File: src/rtl/zflag_pkg.sv
package zflag_pkg;

  localparam int DATA_W     = 64;
  localparam int NUM_SLICES = 5;
  localparam int NUM_REGS   = 64;
  localparam int IDX_W      = $clog2(NUM_REGS);

  // Lowest bit of each slice; the slices are contiguous and ordered upward.
  function automatic int sliceLo(input int s);
    case (s)
      0:       return 0;
      1:       return 8;
      2:       return 16;
      3:       return 32;
      default: return 48;
    endcase
  endfunction

  function automatic int sliceHi(input int s);
    return (s == NUM_SLICES - 1) ? DATA_W - 1 : sliceLo(s + 1) - 1;
  endfunction

  // Reduce a data word to per-slice nonzero flags.
  function automatic logic [NUM_SLICES-1:0] sliceFlags(input logic [DATA_W-1:0] d);
    logic [NUM_SLICES-1:0] f;
    f = '0;
    for (int s = 0; s < NUM_SLICES; s++) begin
      for (int b = 0; b < DATA_W; b++) begin
        if (b >= sliceLo(s) && b <= sliceHi(s)) f[s] = f[s] | d[b];
      end
    end
    return f;
  endfunction

  // Strobes from control to datapath: effective per-port slice enables.
  typedef struct packed {
    logic [IDX_W-1:0]      idx0;
    logic [NUM_SLICES-1:0] en0;
    logic [IDX_W-1:0]      idx1;
    logic [NUM_SLICES-1:0] en1;
  } wrStrobes_t;

endpackage

File: src/rtl/zflag_ctrl.sv
module zflag_ctrl
  import zflag_pkg::*;
(
  input  logic [IDX_W-1:0]      wr0Idx,
  input  logic [NUM_SLICES-1:0] wr0Mask,
  input  logic [IDX_W-1:0]      wr1Idx,
  input  logic [NUM_SLICES-1:0] wr1Mask,
  output wrStrobes_t            strobes
);

  logic wr0Live;
  logic wr1Live;
  logic sameTarget;

  assign wr0Live    = (wr0Idx != '0);
  assign wr1Live    = (wr1Idx != '0);
  assign sameTarget = (wr0Idx == wr1Idx);

  always_comb begin
    strobes.idx0 = wr0Idx;
    strobes.idx1 = wr1Idx;
    strobes.en1  = wr1Live ? wr1Mask : '0;
    strobes.en0  = wr0Live ? wr0Mask : '0;
    // Port 1 owns every slice both ports enable on a shared target.
    if (sameTarget) strobes.en0 = strobes.en0 & ~strobes.en1;
  end

endmodule

File: src/rtl/zflag_slice_reduce.sv
module zflag_slice_reduce
  import zflag_pkg::*;
(
  input  logic [DATA_W-1:0]     data,
  output logic [NUM_SLICES-1:0] flags
);

  for (genvar s = 0; s < NUM_SLICES; s++) begin : g_slice
    assign flags[s] = |data[sliceHi(s):sliceLo(s)];
  end

endmodule

File: src/rtl/zflag_datapath.sv
module zflag_datapath
  import zflag_pkg::*;
(
  input  logic              clk,
  input  logic              rst,
  input  wrStrobes_t        strobes,
  input  logic [DATA_W-1:0] wr0Data,
  input  logic [DATA_W-1:0] wr1Data,
  input  logic [IDX_W-1:0]  rdIdx,
  output logic              rdNonZero
);

  logic [NUM_SLICES-1:0] flags0;
  logic [NUM_SLICES-1:0] flags1;
  logic [NUM_REGS-1:0][NUM_SLICES-1:0] shadow;
  logic [NUM_SLICES-1:0] rdFlags;

  zflag_slice_reduce i_reduce0 (.data(wr0Data), .flags(flags0));
  zflag_slice_reduce i_reduce1 (.data(wr1Data), .flags(flags1));

  always_ff @(posedge clk) begin
    if (rst) begin
      shadow <= '0;
    end else begin
      shadow[0] <= '0;
      for (int r = 1; r < NUM_REGS; r++) begin
        for (int s = 0; s < NUM_SLICES; s++) begin
          if (strobes.idx1 == IDX_W'(r) && strobes.en1[s])
            shadow[r][s] <= flags1[s];
          else if (strobes.idx0 == IDX_W'(r) && strobes.en0[s])
            shadow[r][s] <= flags0[s];
        end
      end
    end
  end

  // Same-cycle forwarding: per-slice mux, port 1 applied last.
  always_comb begin
    rdFlags = shadow[rdIdx];
    for (int s = 0; s < NUM_SLICES; s++) begin
      if (strobes.idx0 == rdIdx && strobes.en0[s]) rdFlags[s] = flags0[s];
      if (strobes.idx1 == rdIdx && strobes.en1[s]) rdFlags[s] = flags1[s];
    end
    rdNonZero = (rdIdx != '0) && (|rdFlags);
  end

endmodule

File: src/rtl/zflag_bank.sv
module zflag_bank
  import zflag_pkg::*;
(
  input  logic                  clk,
  input  logic                  rst,
  input  logic [IDX_W-1:0]      wr0Idx,
  input  logic [DATA_W-1:0]     wr0Data,
  input  logic [NUM_SLICES-1:0] wr0Mask,
  input  logic [IDX_W-1:0]      wr1Idx,
  input  logic [DATA_W-1:0]     wr1Data,
  input  logic [NUM_SLICES-1:0] wr1Mask,
  input  logic [IDX_W-1:0]      rdIdx,
  output logic                  rdNonZero
);

  wrStrobes_t strobes;

  zflag_ctrl i_ctrl (
    .wr0Idx (wr0Idx),
    .wr0Mask(wr0Mask),
    .wr1Idx (wr1Idx),
    .wr1Mask(wr1Mask),
    .strobes(strobes)
  );

  zflag_datapath i_dp (
    .clk      (clk),
    .rst      (rst),
    .strobes  (strobes),
    .wr0Data  (wr0Data),
    .wr1Data  (wr1Data),
    .rdIdx    (rdIdx),
    .rdNonZero(rdNonZero)
  );

endmodule

File: config.mk
export PLATFORM = sky130hd
export DESIGN_NAME = zflag_bank
export DESIGN_NICKNAME = d
export VERILOG_FILES = /design/src/rtl/zflag_pkg.sv /design/src/rtl/zflag_ctrl.sv /design/src/rtl/zflag_slice_reduce.sv /design/src/rtl/zflag_datapath.sv /design/src/rtl/zflag_bank.sv
export SDC_FILE = /design/constraint.sdc
export NUM_CORES = 1
export LEC_CHECK = 0
export BUFFER_PORTS_ARGS = -buffer_cell sky130_fd_sc_hd__buf_2
export CORE_ASPECT_RATIO = 2
export CORE_MARGIN = 2
export CORE_UTILIZATION = 57
export DETAILED_ROUTE_END_ITERATION = 10
export PLACE_DENSITY = 0.76
export SLEW_MARGIN = 40
export SYNTH_ARGS = -nofsm -noshare
export SYNTH_HDL_FRONTEND = slang
export SYNTH_SLANG_ARGS = --single-unit
File: constraint.sdc
create_clock -name clk -period 4.1 [get_ports clk]
set_input_delay 0 -clock clk [delete_from_list [all_inputs] [get_ports clk]]
set_output_delay 0 -clock clk [all_outputs]
set_load 0.01 [all_outputs]
==> results.py <==
metrics = {
    "placed_design": {
        "hpwl_mm": 56.7,
        "portBuffers": 158,
        "pre_cts_ws_ns": 1.20,
        "gp_congestion": 1.02,
    },
    "timing": {
        "setup_tns_ns": 0,
        "hold_violations": 0,
        "fin_ws_ns": 0.792,
        "tightest_slew_ns": 0.969,
        "fin_skew_ns": 0,
        "max_freq_mhz": 302,
        "grt_setup_unrepaired": "no",
        "slew_headroom": 0.349,
        "period_needed_ns": 3.31,
        "post-route-period-util": 0.807,
        "maxSlewViolCount": 0,
        "setup_viol": 0,
    },
    "clocking": {
        "cts_tree": "yes",
        "clk_latency_ns": 0.59,
        "cts_resized": 0,
        "cts-buffers-inserted": 29,
        "path_clk_slew_ns": 0.08,
        "htree_levels": 1,
        "clkSinkCount": 315,
        "clockBufferDepth": 3,
        "cts_root_buffer": "clkbuf_16",
    },
    "synth": {
        "synth_nets": 2890,
        "synth_edf_count": 0,
        "synthFlopType": "dfxtp_1",
        "synthTopCellsByCount": "nor2_1 (544), nand2_1 (407), dfxtp_1 (315)",
        "yosys_warnings": 0,
        "synth_most_common_cell": "nor2_1",
        "syn_inst": 2732,
        "synth_area_leader_cell": "dfxtp_1",
        "synth.distinct_cells": 69,
        "synth_area_um2": 22500,
        "yosysSeqAreaShare": 0.280,
        "ys_async_sr_fraction": 0,
        "avgSynthCellArea_um2": 8.25,
        "netlist_top_cells_area": "dfxtp_1 (28%), mux2_2 (12%), mux2i_1 (12%)",
        "synth_top_area_frac": 0.280,
        "synth_seq_cells": 315,
    },
    "global_route": {
        "grt_pass1_vias": 22300,
        "grtUsageTotal": 0.416,
        "antenna_found_initial": 3,
        "globalRoute.totalOverflow": 0,
        "grt_pass1_wl_mm": 130,
        "grt_max_degree": 109,
    },
    "worst_setup_path": {
        "crit_chain": "mux4_2 > mux2i_1 > nor2_1 > nor4_1 > a2111oi_0 > a311oi_1 > nand4_1 > buf_2",
        "cp.required_ns": 4.10,
        "crit_arrival_ns": 3.31,
        "path_class": "reg2out",
        "critPathLaunchType": "flip-flop",
        "crit_path_max_incr_delay_ns": 0.61,
        "slowest_stage": "mux2i_1",
        "end_kind": "output port",
        "cp_max_fo": 2,
    },
    "routing": {
        "post-route-drc-count": 0,
        "vias_per_cell": 6.76,
        "drtIter0Drc": 2384,
        "drt.antenna.violating_nets": 0,
        "wl_mm": 86.2,
        "vias": 22200,
        "dr.pass1.iters": 7,
        "avgRoutedWirePerCell_um": 26.2,
    },
    "power_and_ir_drop": {
        "leakage_nw": 7.98,
        "p_int_w": 0.00495,
        "ir_worst_vdd_mv": 0.364,
        "power_density_nw_per_um2": 283,
        "p_seq_frac": 0.451,
        "netSwitchingFraction": 0.287,
        "p_comb_frac": 0.133,
        "clock_power_share": 0.416,
        "switchingPower_w": 0.00199,
    },
    "floorplan": {
        "core_um2": 39300,
        "die_x_um": 145,
        "io_pins": 159,
        "core.rowCount": 103,
        "die_y_um": 285,
        "start_util": 0.573,
        "dieArea_um2": 41200,
    },
    "final_layout": {
        "drive_gt1_frac": 0.262,
        "nets": 2898,
        "largest_reg_flops": 315,
        "n_antenna_cell": 0,
        "max_flop_register": "i_dp.shadow",
        "reg_top3": "i_dp.shadow x315",
        "final_util": 0.625,
        "area_growth_pct": 8.96,
    },
    "worst_hold_path": {
        "holdCritPathClass": "in2reg",
    },
    "run": {
        "cap_viol_max_count": 0,
    },
    "outcome": {
        "status": "completed",
    },
}
## power by group through the flow
| stage | Sequential (W) | Clock [W] | Combinational, W |
|---|---|---|---|
| 6_report | 0.00313 | 0.00289 | 0.000926 |
| 5_1_grt | 0.00313 | 0.00298 | 0.000959 |
| 4_1_cts | 0.00313 | 0.00289 | 0.000888 |
| 3_5_place_dp | 0.00320 | 0 | 0.000880 |
| 3_3_place_gp | 0.00320 | 0 | 0.000852 |
| 2_1_floorplan | 0.00319 | 0 | 0.000582 |
## cells in the final DEF (no fill, tap or decap), drive strengths merged, types with 8 or more instances in the layout
cell | synthesis | layout
clkbuf | 157 | 37
mux2 | 255 | 255
nor2 | 544 | 544
o22ai | 8 | 8
nand3 | 80 | 80
o211ai | 67 | 67
mux4 | 64 | 64
nand2 | 408 | 408
buf | 89 | 216
mux2i | 268 | 268
nor3 | 138 | 138
nand2b | 10 | 10
clkinv | 0 | 13
nor4 | 35 | 35
or3 | 61 | 61
xnor2 | 8 | 8
xor2 | 10 | 10
nor2b | 14 | 14
inv | 7 | 8
a21oi | 85 | 85
o31ai | 9 | 9
dfxtp | 315 | 315
a211oi | 10 | 10
o21ai | 16 | 16
## logic make-up after synthesis
| logic type | count (synthesis) | synth area share |
|---|---|---|
| simple gates | 1319 | 0.273 |
| compound gates | 240 | 0.0747 |
| mux | 587 | 0.310 |
| xor+xnor | 18 | 0.00799 |
| flops | 315 | 0.280 |
| buf+inv | 253 | 0.0538 |
## metrics by stage
stage	total power, W	cells	cell area (um2)	hold slack, ns
floorplan	0.00377	2732	22500	0.148
global placement	0.00405	3221	23300	0.333
detailed placement	0.00408	3226	23500	0.341
CTS	0.00691	3287	24500	0.0297
global route	0.00707	3288	24600	0.0897
finish	0.00695	3288	24600	0.0354
## worst max-delay path: cells and delay by family (launching register included)
kind                   cells  cell delay [ns]
multiplexers               2             1.08
AO/OA/AOI/OAI              2             0.36
AND/OR/NAND/NOR            3             0.73
flip-flops                 1             0.33
buffers and inverters      1             0.19
## worst paths after layout
kind                    startpoint          endpoint  slack (ns)  cells past startpoint
setup / recovery   i_dp.shadow[78]         rdNonZero        0.79                      8
hold / removal          wr0Mask[2]  i_dp.shadow[267]        0.04                      6
setup reg to reg   i_dp.shadow[83]   i_dp.shadow[83]        3.15                      3
hold reg to reg   i_dp.shadow[256]  i_dp.shadow[256]        0.59                      2
## layer usage
metal	up-vias	share of wire	wire, um	track usage
met2	1476	0.48	41400	0.681
li1	9576	-	-	-
met3	549	0.089	7630	0.0783
met4	6	0.10	8960	0.367
met1	10600	0.33	28200	0.449
met5	-	0.00050	43	0
## final cells by class
class	count	area [um2]
clock inverters	17	164
repair buffers	223	1450
fillers	3349	14700
clock buffers	37	816
well taps	525	657
multi-input cells	2164	15100
inverters	7	26.3
flip-flops and latches	315	6310
## repair_timing
action,4_1_cts,5_1_grt
hold buffers,7,0
endpoints found under the hold margin,77,0
buffers inserted,0,0
setup endpoints to repair,0,0
Power figures use the tool's default switching activity.
